**src/rtl/pm_evt_pkg.sv**
```systemverilog
package pm_evt_pkg;
   localparam int unsigned STS_TMR = 0;
   localparam int unsigned STS_GLK = 5;
   localparam int unsigned STS_PWR = 8;
   localparam int unsigned STS_RTC = 10;
   localparam logic [15:0] STS_IMPL = 16'h0521;

   localparam int unsigned CTL_SCI_EN  = 0;
   localparam int unsigned GPE_SCI_BIT = 1;

   localparam logic [7:0] APM_ACPI_ON  = 8'hF1;
   localparam logic [7:0] APM_ACPI_OFF = 8'hF0;

   localparam logic [7:0] CFG_BASE_LO = 8'h40;
   localparam logic [7:0] CFG_BASE_HI = 8'h41;
   localparam logic [7:0] CFG_SMI_CTL = 8'h5B;
   localparam logic [7:0] CFG_WIN_CTL = 8'h80;

   localparam int unsigned OFS_STS = 'h00;
   localparam int unsigned OFS_EN  = 'h02;
   localparam int unsigned OFS_CTL = 'h04;
   localparam int unsigned OFS_TMR = 'h08;

   typedef enum logic [2:0] {
      SEL_NONE,
      SEL_STS,
      SEL_EN,
      SEL_CTL,
      SEL_TMR
   } pm_sel_e;
endpackage

```
**src/rtl/pm_cfg_space.sv**
```systemverilog
module pm_cfg_space #(
   parameter int unsigned WIN_AW = 6
) (
   input  logic              clk,
   input  logic              rst_n,
   input  logic              cfg_wr_en,
   input  logic [7:0]        cfg_addr,
   input  logic [7:0]        cfg_wdata,
   output logic [15:WIN_AW]  win_base,
   output logic              win_en,
   output logic              smi_en
);
   import pm_evt_pkg::*;

   logic [15:WIN_AW] base_q;
   logic             win_q;
   logic             smi_q;

   // Low byte bit 0 is hard-wired to 1 and sits below the decoded bits,
   // so only the upper address bits are kept.
   always_ff @(posedge clk or negedge rst_n) begin
      if (!rst_n) begin
         base_q <= '0;
         win_q  <= 1'b0;
         smi_q  <= 1'b0;
      end else if (cfg_wr_en) begin
         case (cfg_addr)
            CFG_BASE_LO: base_q[7:WIN_AW] <= cfg_wdata[7:WIN_AW];
            CFG_BASE_HI: base_q[15:8]     <= cfg_wdata;
            CFG_WIN_CTL: win_q            <= cfg_wdata[0];
            CFG_SMI_CTL: smi_q            <= cfg_wdata[1];
            default: ;
         endcase
      end
   end

   assign win_base = base_q;
   assign win_en   = win_q;
   assign smi_en   = smi_q;
endmodule

```
**src/rtl/pm_win_decode.sv**
```systemverilog
module pm_win_decode #(
   parameter int unsigned WIN_AW = 6
) (
   input  logic [15:0]          io_addr,
   input  logic [15:WIN_AW]     win_base,
   input  logic                 win_en,
   output pm_evt_pkg::pm_sel_e  sel
);
   import pm_evt_pkg::*;

   logic              hit;
   logic [WIN_AW-1:0] ofs;

   assign hit = win_en && (io_addr[15:WIN_AW] == win_base);
   assign ofs = io_addr[WIN_AW-1:0];

   always_comb begin
      sel = SEL_NONE;
      if (hit) begin
         if (ofs == WIN_AW'(OFS_STS))      sel = SEL_STS;
         else if (ofs == WIN_AW'(OFS_EN))  sel = SEL_EN;
         else if (ofs == WIN_AW'(OFS_CTL)) sel = SEL_CTL;
         else if (ofs == WIN_AW'(OFS_TMR)) sel = SEL_TMR;
      end
   end
endmodule

```
**src/rtl/pm_timer.sv**
```systemverilog
module pm_timer #(
   parameter int unsigned TMR_W = 24
) (
   input  logic             clk,
   input  logic             rst_n,
   output logic [TMR_W-1:0] cnt,
   output logic             tick
);
   logic [TMR_W-1:0] cnt_q;

   always_ff @(posedge clk or negedge rst_n) begin
      if (!rst_n) cnt_q <= '0;
      else        cnt_q <= cnt_q + 1'b1;
   end

   // The top bit changes on the increment from an all-ones lower part.
   assign tick = &cnt_q[TMR_W-2:0];
   assign cnt  = cnt_q;
endmodule

```
**src/rtl/pm_evt_regs.sv**
```systemverilog
module pm_evt_regs #(
   parameter int unsigned GPE_W          = 8,
   parameter bit          SCI_REGISTERED = 1'b1
) (
   input  logic                clk,
   input  logic                rst_n,
   input  pm_evt_pkg::pm_sel_e sel,
   input  logic                io_wr_en,
   input  logic [15:0]         io_wdata,
   input  logic                tmr_tick,
   input  logic                pwrbtn_req,
   input  logic                rtc_alarm,
   input  logic                glk_req,
   input  logic                gpe_wr_en,
   input  logic                gpe_sel,
   input  logic [GPE_W-1:0]    gpe_wdata,
   input  logic [GPE_W-1:0]    gpe_set,
   input  logic                apm_wr_en,
   input  logic [7:0]          apm_cmd,
   input  logic                smi_en,
   output logic [15:0]         sts,
   output logic [15:0]         en,
   output logic [15:0]         ctl,
   output logic [GPE_W-1:0]    gsts,
   output logic [GPE_W-1:0]    gen,
   output logic                sci,
   output logic                smi
);
   import pm_evt_pkg::*;

   logic [15:0]      sts_q, sts_d, en_q, en_d, ctl_q, ctl_d;
   logic [GPE_W-1:0] gsts_q, gsts_d, gen_q, gen_d;
   logic [15:0]      sts_clr, sts_set;
   logic [GPE_W-1:0] gsts_clr;
   logic             smi_q;

   function automatic logic sci_of(input logic [15:0] s, input logic [15:0] e,
                                   input logic [GPE_W-1:0] gs,
                                   input logic [GPE_W-1:0] ge);
      return (|(s & e & STS_IMPL)) || (gs[GPE_SCI_BIT] && ge[GPE_SCI_BIT]);
   endfunction

   always_comb begin
      sts_clr = (io_wr_en && sel == SEL_STS) ? io_wdata : 16'h0000;
      sts_set = '0;
      sts_set[STS_TMR] = tmr_tick;
      sts_set[STS_GLK] = glk_req;
      sts_set[STS_PWR] = pwrbtn_req;
      sts_set[STS_RTC] = rtc_alarm;
      sts_d = ((sts_q & ~sts_clr) | sts_set) & STS_IMPL;

      en_d = (io_wr_en && sel == SEL_EN) ? io_wdata : en_q;

      ctl_d = (io_wr_en && sel == SEL_CTL) ? io_wdata : ctl_q;
      if (apm_wr_en) begin
         if (apm_cmd == APM_ACPI_ON)       ctl_d[CTL_SCI_EN] = 1'b1;
         else if (apm_cmd == APM_ACPI_OFF) ctl_d[CTL_SCI_EN] = 1'b0;
      end

      gsts_clr = (gpe_wr_en && !gpe_sel) ? gpe_wdata : '0;
      gsts_d   = (gsts_q & ~gsts_clr) | gpe_set;
      gen_d    = (gpe_wr_en && gpe_sel) ? gpe_wdata : gen_q;
   end

   always_ff @(posedge clk or negedge rst_n) begin
      if (!rst_n) begin
         sts_q  <= '0;
         en_q   <= '0;
         ctl_q  <= '0;
         gsts_q <= '0;
         gen_q  <= '0;
         smi_q  <= 1'b0;
      end else begin
         sts_q  <= sts_d;
         en_q   <= en_d;
         ctl_q  <= ctl_d;
         gsts_q <= gsts_d;
         gen_q  <= gen_d;
         smi_q  <= apm_wr_en && smi_en;
      end
   end

   generate
      if (SCI_REGISTERED) begin : g_sci_reg
         logic sci_q;
         always_ff @(posedge clk or negedge rst_n) begin
            if (!rst_n) sci_q <= 1'b0;
            else        sci_q <= sci_of(sts_d, en_d, gsts_d, gen_d);
         end
         assign sci = sci_q;
      end else begin : g_sci_comb
         assign sci = sci_of(sts_q, en_q, gsts_q, gen_q);
      end
   endgenerate

   assign sts  = sts_q;
   assign en   = en_q;
   assign ctl  = ctl_q;
   assign gsts = gsts_q;
   assign gen  = gen_q;
   assign smi  = smi_q;

   assert_w1c_R4: assert property (@(posedge clk) disable iff (!rst_n)
      (io_wr_en && sel == SEL_STS && io_wdata[STS_PWR] && !pwrbtn_req) |=> !sts_q[STS_PWR])
      else $error("status bit not cleared by write-one");
   assert_timer_sets_R7: assert property (@(posedge clk) disable iff (!rst_n)
      tmr_tick |=> sts_q[STS_TMR])
      else $error("timer status not set on top-bit change");
   assert_pwrbtn_sets_R8: assert property (@(posedge clk) disable iff (!rst_n)
      pwrbtn_req |=> sts_q[STS_PWR])
      else $error("power button status not set");
   assert_apm_on_R9: assert property (@(posedge clk) disable iff (!rst_n)
      (apm_wr_en && apm_cmd == APM_ACPI_ON) |=> ctl_q[CTL_SCI_EN])
      else $error("ACPI mode bit not set by command");
   assert_apm_off_R9: assert property (@(posedge clk) disable iff (!rst_n)
      (apm_wr_en && apm_cmd == APM_ACPI_OFF) |=> !ctl_q[CTL_SCI_EN])
      else $error("ACPI mode bit not cleared by command");
   assert_smi_cause_R10: assert property (@(posedge clk) disable iff (!rst_n)
      smi_q |-> $past(apm_wr_en && smi_en))
      else $error("smi without an enabled command");
endmodule

```
**src/rtl/pm_event_ctrl.sv**
```systemverilog
module pm_event_ctrl #(
   parameter int unsigned TMR_W          = 24,
   parameter int unsigned GPE_W          = 8,
   parameter int unsigned WIN_BYTES      = 64,
   parameter bit          SCI_REGISTERED = 1'b1
) (
   input  logic             clk,
   input  logic             rst_n,
   input  logic             cfg_wr_en,
   input  logic [7:0]       cfg_addr,
   input  logic [7:0]       cfg_wdata,
   input  logic [15:0]      io_addr,
   input  logic             io_wr_en,
   input  logic [15:0]      io_wdata,
   output logic [31:0]      io_rdata,
   input  logic             gpe_wr_en,
   input  logic             gpe_sel,
   input  logic [GPE_W-1:0] gpe_wdata,
   input  logic [GPE_W-1:0] gpe_set,
   output logic [GPE_W-1:0] gpe_rdata,
   input  logic             pwrbtn_req,
   input  logic             rtc_alarm,
   input  logic             glk_req,
   input  logic             apm_wr_en,
   input  logic [7:0]       apm_cmd,
   output logic             sci,
   output logic             smi
);
   import pm_evt_pkg::*;

   localparam int unsigned WIN_AW = $clog2(WIN_BYTES);

   generate
      if (TMR_W < 2 || TMR_W > 32) begin : g_bad_tmr
         $error("TMR_W must lie in 2..32");
      end
      if (GPE_W <= GPE_SCI_BIT) begin : g_bad_gpe
         $error("GPE_W too small for the interrupt-routed bit");
      end
      if (WIN_BYTES != (1 << WIN_AW) || WIN_AW < 4 || WIN_AW > 7) begin : g_bad_win
         $error("WIN_BYTES must be a power of two in 16..128");
      end
   endgenerate

   logic [15:WIN_AW] win_base;
   logic             win_en, smi_en, tmr_tick;
   logic [TMR_W-1:0] tmr_cnt;
   pm_sel_e          sel;
   logic [15:0]      sts, en, ctl;
   logic [GPE_W-1:0] gsts, gen;

   pm_cfg_space #(.WIN_AW(WIN_AW)) u_cfg (
      .clk(clk), .rst_n(rst_n), .cfg_wr_en(cfg_wr_en), .cfg_addr(cfg_addr),
      .cfg_wdata(cfg_wdata), .win_base(win_base), .win_en(win_en), .smi_en(smi_en)
   );

   pm_win_decode #(.WIN_AW(WIN_AW)) u_dec (
      .io_addr(io_addr), .win_base(win_base), .win_en(win_en), .sel(sel)
   );

   pm_timer #(.TMR_W(TMR_W)) u_tmr (
      .clk(clk), .rst_n(rst_n), .cnt(tmr_cnt), .tick(tmr_tick)
   );

   pm_evt_regs #(.GPE_W(GPE_W), .SCI_REGISTERED(SCI_REGISTERED)) u_regs (
      .clk(clk), .rst_n(rst_n), .sel(sel), .io_wr_en(io_wr_en), .io_wdata(io_wdata),
      .tmr_tick(tmr_tick), .pwrbtn_req(pwrbtn_req), .rtc_alarm(rtc_alarm),
      .glk_req(glk_req), .gpe_wr_en(gpe_wr_en), .gpe_sel(gpe_sel),
      .gpe_wdata(gpe_wdata), .gpe_set(gpe_set), .apm_wr_en(apm_wr_en),
      .apm_cmd(apm_cmd), .smi_en(smi_en), .sts(sts), .en(en), .ctl(ctl),
      .gsts(gsts), .gen(gen), .sci(sci), .smi(smi)
   );

   always_comb begin
      case (sel)
         SEL_STS: io_rdata = {16'h0000, sts};
         SEL_EN:  io_rdata = {16'h0000, en};
         SEL_CTL: io_rdata = {16'h0000, ctl};
         SEL_TMR: io_rdata = 32'(tmr_cnt);
         default: io_rdata = 32'h0;
      endcase
   end

   assign gpe_rdata = gpe_sel ? gen : gsts;

   assert_sci_source_R5: assert property (@(posedge clk) disable iff (!rst_n)
      sci |-> (((sts & en) != 16'h0) || ((gsts & gen) != '0)))
      else $error("sci high with no enabled event");
endmodule

```
**config.mk**
```make
export PLATFORM = sky130hd
export DESIGN_NAME = pm_event_ctrl
export DESIGN_NICKNAME = d
export VERILOG_FILES = /design/src/rtl/pm_evt_pkg.sv /design/src/rtl/pm_cfg_space.sv /design/src/rtl/pm_win_decode.sv /design/src/rtl/pm_timer.sv /design/src/rtl/pm_evt_regs.sv /design/src/rtl/pm_event_ctrl.sv
export SDC_FILE = /design/constraint.sdc
export NUM_CORES = 1
export LEC_CHECK = 0
export CORE_MARGIN = 2
export CORE_UTILIZATION = 45
export DETAILED_ROUTE_END_ITERATION = 10
export MAX_ROUTING_LAYER = met4
export PLACE_DENSITY_LB_ADDON = 0.05
export SLEW_MARGIN = 20
export SYNTH_ARGS = -nofsm -noshare
export SYNTH_HDL_FRONTEND = slang
export SYNTH_SLANG_ARGS = --single-unit
```
**constraint.sdc**
```tcl
create_clock -name clk -period 5.7 [get_ports clk]
set_input_delay 1.71 -clock clk [delete_from_list [all_inputs] [get_ports clk]]
set_output_delay 1.71 -clock clk [all_outputs]
set_load 0.005 [all_outputs]
```
======== Yosys cells after proc, flatten, opt, wreduce, memory -nomap -nowiden ========
Cells that the tools add are included.
operators by class
  $add $sub $neg .......................... 1
  equal/unequal tests ..................... 14
  muxes and demuxes ....................... 15
  bitwise operators ....................... 7
  reductions and logical operators ........ 17
operators with widths
  operator                                             count
  one-hot mux 24 bit (4 select lines)                  1
  adder 24 x 1 -> 24 bit, second input constant        1
  equality test 8 x 7 -> 1 bit, second input constant  3
  equality test 8 bit, second input constant           3
  AND reduction 23 bit                                 1
  bitwise AND 11 bit                                   2
  2-to-1 mux 16 bit                                    1
  2-to-1 mux 8 bit                                     2
  2-to-1 mux 3 bit                                     5
  2-to-1 mux 11 bit                                    1
  inverter 11 bit                                      1
  bitwise OR 11 bit                                    1
  equality test 10 bit                                 1
  bitwise AND 8 bit                                    1
  logical AND 1 bit                                    8
  inverter 8 bit                                       1
  bitwise OR 8 bit                                     1
  AND reduction 2 bit                                  4
  equality test 3 x 2 -> 1 bit, second input constant  2
  equality test 6 x 2 -> 1 bit, second input constant  1
  equality test 6 x 3 -> 1 bit, second input constant  1
  equality test 6 x 4 -> 1 bit, second input constant  1
  logical NOT 6 bit                                    1
  2-to-1 mux 1 bit                                     4
  6 further kinds                                      6
storage, ports and cells
  bits in registers ....................... 90
  input bits .............................. 82
  logic and storage cells ................. 68

======== Depth between registers and ports, before layout ========
  depth in word-level cells ............... 15
  depth in mapped cells ................... 8
  mapped depth without buffers ............ 7

======== Modules after synthesis ========
From an unflattened synthesis, not the netlist that was laid out.
unflattened totals
  cells, all modules ...................... 407
  area, all modules ....................... 4845.9 sq um
by module, submodules not included
  module         times used  cells an instance  area an instance (sq um)  sequential area each (sq um)
  pm_evt_regs    1           153                2194.6                    1351.3
  pm_timer       1           91                 1043.5                    600.6
  pm_event_ctrl  1           106                919.6                     0.0
  pm_cfg_space   1           34                 515.5                     300.3
  pm_win_decode  1           23                 172.7                     0.0

======== Worst setup path before layout ========
No wires, ideal clock.
  path kind ............................... input -> output
  from .................................... in io_addr[11]
  to ...................................... out io_rdata[12]
  arrival time ............................ 3.456 ns
  setup slack ............................. 0.534 ns
  cell stages on the path ................. 8
  cells stage by stage .................... xnor2_1 -> nand4_2 -> or4_1 -> buf_6 -> nor4b_4 -> buf_6 -> a222oi_1 -> inv_1
between the ends
  longest elaborated chain between the ends .. 5
  elaborated cells between the ends (all ways) .. 8
  those cells by class .................... 5 x eq/ne; 2 x mux; 1 x reduce/logical
RTL lines
  what                                               RTL line             RTL
  from (decl)                                        pm_event_ctrl.sv:12  input logic [15:0] io_addr,
  equality test 10 bit (*)                           pm_win_decode.sv:14  assign hit = win_en && (io_addr[15:WIN_AW] == win_base);
  logical AND 1 bit (*)                              pm_win_decode.sv:14
  2-to-1 mux 3 bit (*)                               pm_win_decode.sv:19  if (hit) begin
  equality test 3 bit, or another cell as far along  pm_event_ctrl.sv:75  case (sel)
  one-hot mux 24 bit (4 select lines) (*)            pm_event_ctrl.sv:75
  to (decl)                                          pm_event_ctrl.sv:15  output logic [31:0] io_rdata,
Every way passes the cells marked *; elsewhere a longest branch is shown, timed or not.

======== Final worst setup path ========
  from .................................... in io_addr[10]
  to ...................................... out io_rdata[15]
The elaborated chain is that of the path after synthesis.

==> results.json <==
{
  "status": "complete, no violations",
  "p_per_area_mw_per_mm2": 216,
  "p_int_mw": 1.07,
  "placedCellCount": 637,
  "worstSetupEndpointType": "output pin",
  "root_buffer": "clkbuf_8",
  "p_seq_share_pct": 48.4,
  "worstReg2RegStart": "u_cfg.win_base[9]$_DFFE_PN0P_",
  "worstHoldStart": "u_regs.gsts[2]$_DFF_PN0_",
  "min_to": "u_regs.gsts[2]$_DFF_PN0_",
  "vias_per_cell": 5.30,
  "post-place-ws_ns": -0.439,
  "fin_ws_ns": 0.126,
  "fin_cells": 672,
  "relSlewSlack_pct": 37.4,
  "grt_usage_pct": 21.9,
  "finClkSkew_ns": 0.0105,
  "cts_tree": "done",
  "path_class": "input pin to output pin",
  "synth_top_area_share_pct": 50.4,
  "remaining_drc_errors": 0,
  "vdd_drop_max_v": 0.000176,
  "dp_hpwl_um": 7660,
  "holdBufCountCts": 0,
  "synth_common_cells": "90 x dfrtp_1, 56 x mux2_2, 32 x nand2_1",
  "critPathLaunchType": "input pin",
  "final_util_pct": 65.6,
  "grt_pass1_vias": 3770,
  "clock_path_buffers": 2,
  "die_h_um": 104,
  "dieArea_mm2": 0.0107,
  "worstRegToRegCells": 7,
  "die_w_um": 104,
  "timing.rr.end": "u_regs.ctl[1]$_DFFE_PN0P_",
  "ioPinCount": 124,
  "holdWs_ns": 0.482,
  "p_leak_nw": 3.02,
  "min_period_ns": 5.57,
  "portBuffers": 115,
  "cts.sinks": 90,
  "p_sw_uw": 302,
  "hold_viol_final": 0,
  "synth_cells": 385,
  "setup_viol": 0,
  "slowest_delay_ns": 0.60,
  "path_cells": "dlygate4sd2_1, xnor2_2, nand4_2, or4_4, nor4b_4, buf_4, buf_16, a222oi_1, inv_1, clkdlybuf4s15_1",
  "n_antenna_cell": 0,
  "final_antenna_net_count": 0,
  "ys_types": 45,
  "synth.avg_cell_area_um2": 11.6,
  "p_total_mw": 1.37,
  "grt_max_degree": 53,
  "cap_violations": 0,
  "routedWlPerCell_um": 16.1,
  "synthTopCellsByArea": "dfrtp_1 50%, mux2_2 14%, xnor2_1 4.7%",
  "seq_area_frac_synth_pct": 50.4,
  "vias": 3559,
  "wl_um": 10800,
  "hold_class": "flop to flop",
  "drt-initial-drc-count": 152,
  "slew_viol_final": 0,
  "drive_gt1_share_pct": 26.3,
  "regToRegSetupSlack_ns": 3.29,
  "yosysMostFrequentCell": "dfrtp_1",
  "pwr-share-comb_pct": 11.5,
  "synth_edf_count": 0,
  "yosys.area.top_type": "dfrtp_1",
  "ys_ff_latch": 90,
  "grt-ovfl-total": 0,
  "rows": 36,
  "ys.flop_type": "dfrtp_1",
  "worstMarginPinSlew_ns": 0.930,
  "switching_share_pct": 22.0,
  "slowest_stage": "or4_4",
  "holdPathStages": 1,
  "p_clk_share_pct": 40.1,
  "syn2layout_area_growth_pct": 42.4,
  "core_mm2": 0.00968,
  "cts-htree-levels": 3,
  "grt_pass1_wl_um": 18400,
  "cp.arrival_ns": 3.86,
  "fin_nets": 617,
  "rsz0062_at_grt": "false",
  "drtPass1Iterations": 5,
  "postSynth.asyncResetShare_pct": 100,
  "place.gp.congestion": 0.829,
  "clk_pin_slew_ns": 0.09,
  "clock_latency_ns": 0.37,
  "antenna_found_initial": 0,
  "synth_warnings": 0,
  "synth_area_mm2": 0.00446,
  "cp_data_required_time_ns": 3.99,
  "fin_crit_sh_pct": 97.8,
  "start_util_pct": 46.1,
  "numCtsBuffers": 9,
  "fmax_ghz": 0.179,
  "path_max_fanout": 11,
  "fillers": 789
}
==> cell families (layout without fill, tap and decap cells) <==
kind of cell / Yosys count / in the layout / share of synthesized area, %
muxes: 64 / 64 / 15.9
xor gates and xnor gates: 32 / 32 / 6.28
AOI/OAI and AO/OA: 40 / 40 / 7.09
and+or+nand+nor: 117 / 117 / 15.2
buffers and inverters: 40 / 187 / 4.65
adders and majority gates: 1 / 1 / 0.280
other: 1 / 8 / 0.0840
DFF: 90 / 90 / 50.4
==> metal layers <==
| layer | wire length [um] | share of wire [%] | global-route usage, % |
|---|---|---|---|
| met2 | 5510 | 51 | 37.4 |
| met1 | 4490 | 42 | 26.6 |
| met5 | 0 | 0 | - |
| met4 | 161 | 1.5 | 6.18 |
| met3 | 654 | 6.1 | 4.53 |
==> power by group through the flow <==
| stage | sequential (mW) | clock [mW] | combinational, mW |
|---|---|---|---|
| 2_1_floorplan | 0.673 | 0 | 0.0563 |
| 3_3_place_gp | 0.675 | 0 | 0.152 |
| 3_5_place_dp | 0.676 | 0 | 0.154 |
| 4_1_cts | 0.663 | 0.563 | 0.156 |
| 5_1_grt | 0.666 | 0.592 | 0.172 |
| 6_report | 0.664 | 0.550 | 0.158 |
==> metrics by stage <==
step           setup TNS (ns)  cell area [um^2]
6_report                    0              6360
5_1_grt                     0              6360
3_3_place_gp            -9.89              5830
2_1_floorplan               0              4490
4_1_cts              -0.00653              6300
3_5_place_dp            -9.21              5830
==> layout by cell type (no fill, tap or decap), drive strengths merged, types with 13 or more instances in the layout <==
master	netlist	routed
nand2	32	32
dfrtp	90	90
xnor2	24	24
dlygate4sd2	0	16
buf	15	46
inv	19	20
mux2	56	56
nand3	13	13
clkdlybuf4s50	0	77
==> critical path: cells and delay by family <==
family	cells	cell delay (ns)
buffers and inverters	5	0.85
AO/OA/AOI/OAI	1	0.09
XOR/XNOR	1	0.17
AND/OR/NAND/NOR	3	1.03
==> worst max path at each step <==
stage | slack (ns) | start | end | cells past startpoint
2_1_floorplan | 0.53 | io_addr[11] | io_rdata[12] | 8
6_report | 0.13 | io_addr[10] | io_rdata[15] | 10
5_1_grt | 0.004 | io_addr[10] | io_rdata[15] | 10
4_1_cts | -0.004 | io_addr[5] | io_rdata[1] | 14
3_3_place_gp | -0.47 | io_addr[0] | io_rdata[7] | 11
3_5_place_dp | -0.44 | io_addr[0] | io_rdata[4] | 11
==> area by class of cell <==
class	count	area [um^2]	area share (%)
repair buffers	152	1460	22.9
well taps	133	166	2.62
inverters	19	71.3	1.12
clock buffers	11	151	2.38
multi-input cells	262	2150	33.8
clock inverters	5	109	1.71
flip-flops and latches	90	2250	35.4
==> registers in the layout, summed over array words and instances, names as in the netlist <==
name            count
u_tmr.cnt          24
u_cfg.smi_en        1
u_cfg.win_base     10
u_regs.smi          1
u_regs.gsts         8
u_regs.sts          4
u_regs.gen          8
u_cfg.win_en        1
u_regs.ctl         16
u_regs.sci          1
u_regs.en          16
==> what timing repair did <==
item | 4_1_cts | 5_1_grt
setup buffers | 18 | 0
gates resized for setup | 88 | 13
pin swaps | 9 | 9
setup endpoints to repair | 24 | 15
cloned | 2 | 0
No activity file was read; power rests on OpenSTA's default activity.
